## src/rtl/lprx_pkg.sv

```systemverilog
package lprx_pkg;

    typedef enum logic [2:0] {
        ST_IDLE   = 3'd0,
        ST_ARMED  = 3'd1,
        ST_TIMING = 3'd2,
        ST_TRIP   = 3'd3,
        ST_STOP   = 3'd4,
        ST_SCRUB  = 3'd5,
        ST_DROP   = 3'd6
    } lprx_state_e;

    typedef struct packed {
        logic irq;
        logic force_stop;
        logic scrub;
        logic drop_if;
    } lprx_outs_t;

    // Cycles the internal logic reset stays high.
    localparam int unsigned SCRUB_CYCLES = 2;

    // Number of independent down-counters (receive timeout, stop state).
    localparam int unsigned NUM_TIMERS = 2;
    localparam int unsigned TMR_RX     = 0;
    localparam int unsigned TMR_STOP   = 1;

    function automatic logic in_recovery(input lprx_state_e s);
        return (s == ST_TRIP) || (s == ST_STOP) || (s == ST_SCRUB) || (s == ST_DROP);
    endfunction

    function automatic lprx_outs_t decode_outs(input lprx_state_e s);
        lprx_outs_t o;
        o.irq        = (s == ST_TRIP);
        o.force_stop = (s == ST_STOP);
        o.scrub      = (s == ST_SCRUB);
        o.drop_if    = (s == ST_DROP);
        return o;
    endfunction

endpackage

```

## src/rtl/lprx_arm_reg.sv

```systemverilog
module lprx_arm_reg (
    input  logic clk,
    input  logic rst,
    input  logic sw_we,
    input  logic sw_wdata,
    input  logic hw_clr,
    input  logic lock,
    output logic arm_q
);

    // Hardware clear wins; software writes are dropped while locked.
    always_ff @(posedge clk) begin
        if (rst) begin
            arm_q <= 1'b0;
        end else if (hw_clr) begin
            arm_q <= 1'b0;
        end else if (sw_we && !lock) begin
            arm_q <= sw_wdata;
        end
    end

endmodule

```

## src/rtl/lprx_down_ctr.sv

```systemverilog
module lprx_down_ctr #(
    parameter int unsigned W = 16
) (
    input  logic         clk,
    input  logic         rst,
    input  logic         load,
    input  logic [W-1:0] load_val,
    input  logic         dec,
    output logic         last
);

    localparam logic [W-1:0] ONE = W'(1);

    logic [W-1:0] cnt_q;
    logic [W-1:0] start_val;

    // A programmed zero is treated as a single cycle.
    assign start_val = (load_val == '0) ? ONE : load_val;

    always_ff @(posedge clk) begin
        if (rst) begin
            cnt_q <= '0;
        end else if (load) begin
            cnt_q <= start_val;
        end else if (dec && (cnt_q > ONE)) begin
            cnt_q <= cnt_q - ONE;
        end
    end

    assign last = (cnt_q == ONE);

endmodule

```

## src/rtl/lprx_seq_fsm.sv

```systemverilog
module lprx_seq_fsm
    import lprx_pkg::*;
#(
    parameter int unsigned SCRUB_N = SCRUB_CYCLES
) (
    input  logic        clk,
    input  logic        rst,
    input  logic        arm,
    input  logic        link_rx,
    input  logic        rx_last,
    input  logic        stop_last,
    output lprx_state_e state,
    output logic        rx_load,
    output logic        rx_dec,
    output logic        stop_load,
    output logic        stop_dec,
    output logic        hw_clr
);

    localparam int unsigned SW = (SCRUB_N > 1) ? $clog2(SCRUB_N) : 1;
    localparam logic [SW-1:0] SCRUB_END = SW'(SCRUB_N - 1);

    lprx_state_e state_q, state_d;
    logic [SW-1:0] scrub_q, scrub_d;

    always_comb begin
        state_d   = state_q;
        scrub_d   = scrub_q;
        rx_load   = 1'b0;
        rx_dec    = 1'b0;
        stop_load = 1'b0;
        stop_dec  = 1'b0;
        hw_clr    = 1'b0;
        unique case (state_q)
            ST_IDLE: begin
                rx_load = 1'b1;
                if (arm) state_d = ST_ARMED;
            end
            ST_ARMED: begin
                rx_load = 1'b1;
                if (!arm)        state_d = ST_IDLE;
                else if (link_rx) state_d = ST_TIMING;
            end
            ST_TIMING: begin
                // Priority: disarm, then completion, then direction change.
                if (!arm) begin
                    state_d = ST_IDLE;
                end else if (rx_last) begin
                    state_d = ST_TRIP;
                    hw_clr  = 1'b1;
                end else if (!link_rx) begin
                    state_d = ST_ARMED;
                end else begin
                    rx_dec = 1'b1;
                end
            end
            ST_TRIP: begin
                stop_load = 1'b1;
                state_d   = ST_STOP;
            end
            ST_STOP: begin
                scrub_d = '0;
                if (stop_last) state_d = ST_SCRUB;
                else           stop_dec = 1'b1;
            end
            ST_SCRUB: begin
                if (scrub_q == SCRUB_END) state_d = ST_DROP;
                else                      scrub_d = scrub_q + SW'(1);
            end
            ST_DROP: begin
                state_d = ST_IDLE;
            end
            default: begin
                state_d = ST_IDLE;
            end
        endcase
    end

    always_ff @(posedge clk) begin
        if (rst) begin
            state_q <= ST_IDLE;
            scrub_q <= '0;
        end else begin
            state_q <= state_d;
            scrub_q <= scrub_d;
        end
    end

    assign state = state_q;

endmodule

```

## src/rtl/lprx_rx_watchdog.sv

```systemverilog
module lprx_rx_watchdog
    import lprx_pkg::*;
#(
    parameter int unsigned CNT_W   = 16,
    parameter int unsigned SCRUB_N = SCRUB_CYCLES
) (
    input  logic             clk,
    input  logic             rst,
    input  logic             sw_we,
    input  logic             sw_wdata,
    input  logic [CNT_W-1:0] limit_rx,
    input  logic [CNT_W-1:0] limit_stop,
    input  logic             link_rx,
    output logic             arm_rb,
    output logic             to_irq,
    output logic             force_stop,
    output logic             logic_rst,
    output logic             if_en_clr,
    output logic [2:0]       fsm_state
);

    lprx_state_e state;
    lprx_outs_t  outs;
    logic        hw_clr;
    logic        arm_q;

    logic             tmr_load [NUM_TIMERS];
    logic             tmr_dec  [NUM_TIMERS];
    logic             tmr_last [NUM_TIMERS];
    logic [CNT_W-1:0] tmr_val  [NUM_TIMERS];

    assign tmr_val[TMR_RX]   = limit_rx;
    assign tmr_val[TMR_STOP] = limit_stop;

    lprx_arm_reg u_arm (
        .clk      (clk),
        .rst      (rst),
        .sw_we    (sw_we),
        .sw_wdata (sw_wdata),
        .hw_clr   (hw_clr),
        .lock     (in_recovery(state)),
        .arm_q    (arm_q)
    );

    for (genvar g = 0; g < NUM_TIMERS; g++) begin : g_tmr
        lprx_down_ctr #(.W(CNT_W)) u_ctr (
            .clk      (clk),
            .rst      (rst),
            .load     (tmr_load[g]),
            .load_val (tmr_val[g]),
            .dec      (tmr_dec[g]),
            .last     (tmr_last[g])
        );
    end

    lprx_seq_fsm #(.SCRUB_N(SCRUB_N)) u_fsm (
        .clk       (clk),
        .rst       (rst),
        .arm       (arm_q),
        .link_rx   (link_rx),
        .rx_last   (tmr_last[TMR_RX]),
        .stop_last (tmr_last[TMR_STOP]),
        .state     (state),
        .rx_load   (tmr_load[TMR_RX]),
        .rx_dec    (tmr_dec[TMR_RX]),
        .stop_load (tmr_load[TMR_STOP]),
        .stop_dec  (tmr_dec[TMR_STOP]),
        .hw_clr    (hw_clr)
    );

    assign outs       = decode_outs(state);
    assign arm_rb     = arm_q;
    assign to_irq     = outs.irq;
    assign force_stop = outs.force_stop;
    assign logic_rst  = outs.scrub;
    assign if_en_clr  = outs.drop_if;
    assign fsm_state  = state;

endmodule

```

## config.mk

```make
export PLATFORM = sky130hd
export DESIGN_NAME = lprx_rx_watchdog
export DESIGN_NICKNAME = d
export VERILOG_FILES = /design/src/rtl/lprx_pkg.sv /design/src/rtl/lprx_arm_reg.sv /design/src/rtl/lprx_down_ctr.sv /design/src/rtl/lprx_seq_fsm.sv /design/src/rtl/lprx_rx_watchdog.sv
export SDC_FILE = /design/constraint.sdc
export NUM_CORES = 1
export LEC_CHECK = 0
export BUFFER_PORTS_ARGS = -buffer_cell sky130_fd_sc_hd__buf_2
export CORE_MARGIN = 2
export CORE_UTILIZATION = 50
export DETAILED_ROUTE_END_ITERATION = 10
export GPL_ROUTABILITY_DRIVEN = 0
export PLACE_DENSITY_LB_ADDON = 0.08
export SKIP_LAST_GASP = 1
export SYNTH_ARGS = -nofsm -noshare
export SYNTH_HDL_FRONTEND = slang
export SYNTH_SLANG_ARGS = --single-unit
```

## constraint.sdc

```tcl
create_clock -name clk -period 1.9 [get_ports clk]
set_input_delay 0.38 -clock clk [delete_from_list [all_inputs] [get_ports clk]]
set_output_delay 0.38 -clock clk [all_outputs]
set_load 0.05 [all_outputs]
```

==> Word level (Yosys, flattened, before mapping) <==
Cells that the tools add are included.
{ "classes": {"addsub": 3, "magnitude_cmp": 2, "n_eq_ne": 13, "n_mux": 28, "reduce_logical": 16} }
{ "ops": {"columns": ["op", "count"], "rows": [
  ["16-bit 2-to-1 mux", 6],
  ["16-bit by 1-bit equality test with 1-bit output (second input constant)", 2],
  ["16-bit by 1-bit greater-than comparator with 1-bit output (second input constant)", 2],
  ["16-bit zero test", 2],
  ["16-bit by 1-bit subtractor with 16-bit output (second input constant)", 2],
  ["3-bit 2-to-1 mux", 8],
  ["3-bit case mux with 6 select lines", 1],
  ["1-bit 2-to-1 mux", 12],
  ["3-bit equality test (second input constant)", 3],
  ["3-bit by 2-bit equality test with 1-bit output (second input constant)", 2],
  ["2-bit nonzero test", 3],
  ["5-bit AND reduction", 1],
  ["2-bit by 1-bit != test with 1-bit output (second input constant)", 2],
  ["4-bit != test (second input constant)", 1],
  ["2-bit OR reduction", 2],
  ["3-bit by 1-bit equality test with 1-bit output (second input constant)", 1],
  ["1-bit logical AND", 3],
  ["3-bit zero test", 1],
  ["1-bit logical OR", 3],
  ["3-bit != test (second input constant)", 1],
  ["2-bit != test (second input constant)", 1],
  ["1-bit case mux with 2 select lines", 1],
  ["1-bit adder (second input constant)", 1],
  ["1-bit zero test", 1]
]} }
{ "word_totals": {"register_bits": 37, "output_inout_bits": 8, "elab_cells": 67} }

==> Longest topological paths before layout <==
{ "depth": {"word_depth": 7, "ltp_mapped": 8, "mapped_depth_nobuf": 7} }

==> Cells and area by module <==
A second synthesis with hierarchy kept.
{ "unflattened": {"hier_cells": 311, "hier_area_um2": 2497.4} }
{ "modules_own_cells": {"columns": ["module", "instances", "cells_per_inst", "area_each_um2", "seq_area_each_um2"], "rows": [
  ["lprx_down_ctr", 2, 134, 1068.5, 320.3],
  ["lprx_seq_fsm", 1, 32, 265.3, 80.1],
  ["lprx_arm_reg", 1, 4, 53.8, 20.0],
  ["lprx_rx_watchdog", 1, 7, 41.3, 0.0]
]} }

==> Worst setup path after synthesis <==
Ideal clock, no wire load.
{ "synth_path": {"path_kind": "register -> register", "startpoint": "register u_fsm.state_q[1] (netlist: u_fsm.state[1])", "endpoint": "register g_tmr[1].u_ctr.cnt_q[13]", "setup_time_ns": 0.129, "t_arrival_ns": 2.451, "slack_ns": -0.680, "stages_incl_launch_ff": 9, "path_buffers": 2, "synth_period_minus_slack_ns": 2.580, "path_cell_list": "dfxtp_1 clkbuf_1 inv_1 nand3_1 clkinv_1 o21a_1 buf_2 a222oi_1 nor2_1"} }
{ "synth_via": {"elab_chain_len": 4, "word_cells_on_any_way": 7} }
{ "synth_rtl": {"columns": ["item", "line_no", "rtl"], "rows": [
  ["start, declared", "lprx_seq_fsm.sv:23", "lprx_state_e state_q, state_d;"],
  ["start signal, assigned", "lprx_seq_fsm.sv:84", "state_q <= state_d;"],
  ["3-bit equality test", null, null],
  ["named net force_stop", "lprx_rx_watchdog.sv:16", "output logic force_stop,"],
  ["1-bit 2-to-1 mux", "lprx_seq_fsm.sv:34", "unique case (state_q)"],
  ["1-bit logical AND", "lprx_down_ctr.sv:25", "end else if (dec && (cnt_q > ONE)) begin"],
  ["2-bit nonzero test (no source line)", null, null],
  ["end signal, assigned", "lprx_down_ctr.sv:24", "cnt_q <= start_val;"],
  ["end signal, assigned", "lprx_down_ctr.sv:26", "cnt_q <= cnt_q - ONE;"],
  ["end, declared", "lprx_down_ctr.sv:14", "logic [W-1:0] cnt_q;"]
]} }
The timed path passes the listed nets, and every way through them passes these cells.
A chain may end at the register's enable or synchronous reset.

==> Worst setup path after layout <==
{ "layout_path": {"startpoint": "register g_tmr[0].u_ctr.cnt_q[8]", "endpoint": "register g_tmr[0].u_ctr.cnt_q[14]"} }
{ "layout_via": {"elab_chain_len": 6, "word_cells_on_any_way": 10} }
{ "layout_rtl": {"columns": ["item", "line_no"], "rows": [
  ["start, declared", "lprx_down_ctr.sv:14"],
  ["start signal, assigned", "lprx_down_ctr.sv:24"],
  ["start signal, assigned", "lprx_down_ctr.sv:26"],
  ["parallel branches: the longest is 6 deep, another holds 16-bit by 1-bit subtractor with 16-bit output", null]
]} }
Parallel ways; which one is timed is not known. The select of a mux whose other input is x is not followed.

==> impl_summary.md <==
Synthesis
The number of nets in the synthesized netlist is roughly 350. In the synthesized netlist the dominant register cell turns out to be dfxtp_1. In the synthesized netlist, the number of instances is 308. The number of distinct library cells after synthesis is 56.

The synthesis-stage register bit count is 37. The async set or reset register ratio after synthesis is 0%. The share of synthesized area occupied by flip-flops and latches is 30.7%.

The count of synthesis-stage warnings from yosys is 0. Counting flops with a built-in enable in the synthesized netlist gives 0. The cell area that synthesis handed to floorplanning was 2410 µm². The post-synthesis area per instance is a little under 8 µm².

Flow run
The tool flagged a number of max-cap violations equal to 0.

Worst setup path
At the worst endpoint, the arrival time is 2210 ps. The largest single stage delay on the critical path is 560 ps. The most common cell type on the critical path is or4_4. The type of element capturing the critical path is a flop.

The worst setup path is launched from a flop. Walking the worst path, the cells encountered are or4_4, or4_4, nor4_4, xnor2_1, a211oi_2. The critical path is of the flop to flop type. Along the worst path, the maximum fanout reaches 3. Grouping stages by cell kind, the critical path spends the most delay in simple AND/OR/NAND/NOR gates. The critical path contains buffers and inverters numbering 0 combined. At the worst endpoint, the required time is 2120 ps. The slowest stage of the critical path belongs to the cell or4_4.

CTS
The post-cts hold buffer count is 0. The number of clock sinks is 37. In this run, CTS created clock tree buffers numbering 5. The clock reaches the later pin of the worst-skew pair after 290 ps. The count of H-tree levels built during CTS is 2. The TritonCTS clock tree is built. The maximum number of buffers from clock root to sink is 2. The root cell of the clock tree is clkbuf_8. The clock transition at the registers of the reported paths is 70 ps.

Routing
The routed via count is roughly 3k. The detail route stage leaves a number of antenna-violating nets equal to 0. Summed over all layers, the routed wires come to 8.08 mm.

The first TritonRoute pass finished after 5 iterations. After detailed routing, the number of remaining DRC violations is 0. The via-per-instance ratio is 6.25. The average wire per cell in the routed design is approximately 17 µm. The DRC marker count from the first detailed-route iteration is 223.

Floorplanning
The floorplan step defined a die boundary enclosing 5400 µm². In this run the count of I/O pins placed on the die edge is 45. The initial utilization of the core area, before any placement, comes to between 50% and 60%. The x dimension of the die is 73.5 µm.

The die is 73.5 µm tall. In this run the core area contains 25 standard-cell rows. The core footprint is 4690 µm².

Layout
The filler cells instantiated in the layout total 354. Leaving out fill and tap cells, the most frequent cells in the layout are buf_4 (71), buf_2 (43), nor2_1 (36). Compared with the post-synthesis result, the final layout area differs by 48.5%. The library cell used most frequently in the layout, excluding fill and tap cells, is buf_4. The fraction of layout cells with a size suffix above 1 is 44.3%.

The number of antenna diodes in the final layout is 0. The finished cells cover 3590 µm². The count of nets after finishing is 458. The finished layout holds 472 standard cells, fillers aside.

The utilization after layout is around three quarters.

STA
Setup violations remaining at the end of the flow were counted as 6. Subtracting the final worst setup slack from the clock period gives 2000 ps. The tightest hold path in the finished design has a slack of between 300 and 400 ps. The least setup slack across all paths after layout is -96.8 ps.

The hold violation total from the final report came to 0. The max-slew violation total from the final report is 0. The ratio of final minimum period to clock period is 105%. The normalized max-slew margin is 66.3%. Setup repair after global routing could not meet its margin everywhere. At the pin with the least slew margin, the transition time is roughly 500 ps. The setup clock skew after layout is 4.10 ps. Derived from the worst setup path, the maximum achievable clock frequency is 0.501 GHz.

Place
Once placement completed, the tool counted placed cells totaling around 460. The placed wire-length estimate is 5.57 mm. During placement, the flow inserted port buffers numbering 44. The post-detailed-placement cell area is 3200 µm². At the placement stage, the worst setup path has a slack of -120 ps.

Global route
The number of global-route vias before repair is 2608. The aggregate global-route resource usage is 28.6%. The initial antenna violation count came to 0. The first global-routing pass estimated ~12 mm of wire. The total overflow left after global routing is 0. The pin count of the biggest net entering global routing is 26.

Power and ir drop
In this run the power density over the cells is 509 nW/µm². In this run the static leakage power is around 1.4 nW. The maximum VDD drop is between 0.0005 and 0.0006 V.

Run status
The checks that failed: negative setup slack. The run finished, with violations left.

Min path
The path class of the lowest-slack min-delay path is input port to flop.
-- worst reg2reg max path: cells and delay by family (launching register included) --
family / cells / cell delay [ps]
XOR/XNOR: 1 / 130
AO/OA/AOI/OAI: 1 / 190
flip-flops: 1 / 320
AND/OR/NAND/NOR: 3 / 1280
-- registers in the layout, summed over array words and instances (netlist names) --
name and count:
u_fsm.scrub_q 1, g_tmr.u_ctr.cnt_q 32, u_arm.arm_q 1, u_fsm.state 3
-- cells by family after synthesis --
| logic type | count (synthesis) | synth area share (%) |
|---|---|---|
| simple gates | 140 | 31.2 |
| compound gates | 77 | 24.2 |
| flops | 37 | 30.7 |
| buf+inv | 32 | 5.13 |
| xor+xnor | 15 | 5.44 |
| fa+ha+maj | 4 | 2.07 |
| mux | 3 | 1.24 |
-- final cells by class --
cell class,instances,area (µm²),area share (%)
repair buffers,119,805,22.4
inverters,15,65.1,1.81
flip-flops and latches,37,761,21.2
clock buffers,8,90.1,2.51
multi-input cells,239,1800,50.2
well taps,54,67.6,1.88
-- stage by stage --
| step | power (W) | setup TNS [ps] |
|---|---|---|
| 2_1_floorplan | 0.00103 | -549 |
| 3_3_place_gp | 0.00118 | -530 |
| 3_5_place_dp | 0.00119 | -1050 |
| 4_1_cts | 0.00178 | -481 |
| 5_1_grt | 0.00190 | -1360 |
| 6_report | 0.00183 | -329 |
-- power by group --
group	switching [W]	internal, W	total [W]
Sequential	0.0000336	0.000802	0.000835
Combinational	0.000213	0.000195	0.000408
Clock	0.000286	0.000296	0.000582
Total	0.000533	0.00129	0.00183
-- path summary, 6_finish.rpt --
kind,start,end,slack (ps),cells past startpoint
hold / removal,limit_rx[12],g_tmr[0].u_ctr.cnt_q[12],370,3
setup / recovery,g_tmr[0].u_ctr.cnt_q[8],g_tmr[0].u_ctr.cnt_q[14],-100,5
setup reg to reg,g_tmr[0].u_ctr.cnt_q[8],g_tmr[0].u_ctr.cnt_q[14],-100,5
hold reg to reg,u_fsm.scrub_q,u_fsm.scrub_q,490,2
-- repair_timing --
item	CTS	global route
pin swaps	1	28
endpoints found under the setup margin	18	31
resized for setup	14	40
endpoints found under the hold margin	0	0
setup buffers	4	4
-- metal layers --
metal / up-vias / GRT usage, % / routed length, µm
met1: 1414 / 38.7 / 3520
met2: 116 / 46.5 / 3920
li1: 1405 / - / -
met5: - / 0 / 0
met4: 0 / 9.09 / 140
met3: 14 / 4.53 / 497
-- cells in the mapped netlist, types with 2 or more instances --
cell | n | share of area [%]
buf_2 | 3 | 0.62
o41ai_1 | 2 | 0.73
nor2_1 | 38 | 5.9
xor2_1 | 2 | 0.73
and3_1 | 2 | 0.52
o211ai_1 | 2 | 0.62
or4_1 | 3 | 0.93
o21ai_0 | 8 | 1.7
nand4_1 | 8 | 2.1
or3_2 | 2 | 0.62
nor3_1 | 28 | 5.8
a21oi_1 | 9 | 1.9
or3_1 | 3 | 0.78
or4_4 | 2 | 0.93
a21o_1 | 3 | 0.93
dfxtp_1 | 37 | 31
xnor2_1 | 13 | 4.7
nor2b_1 | 2 | 0.52
o2111ai_1 | 4 | 1.5
nand2_1 | 16 | 2.5
nand3_1 | 7 | 1.5
clkbuf_1 | 14 | 2.2
a211oi_1 | 21 | 6.5
a221oi_1 | 6 | 2.2
mux2i_1 | 3 | 1.2
and2_1 | 2 | 0.52
inv_1 | 14 | 2.2
nor4_1 | 18 | 4.7
a311oi_1 | 4 | 1.5
nor4b_1 | 2 | 0.73
a41oi_1 | 2 | 0.73
ha_1 | 4 | 2.1
Note: power is estimated with default switching activity, not from simulation.
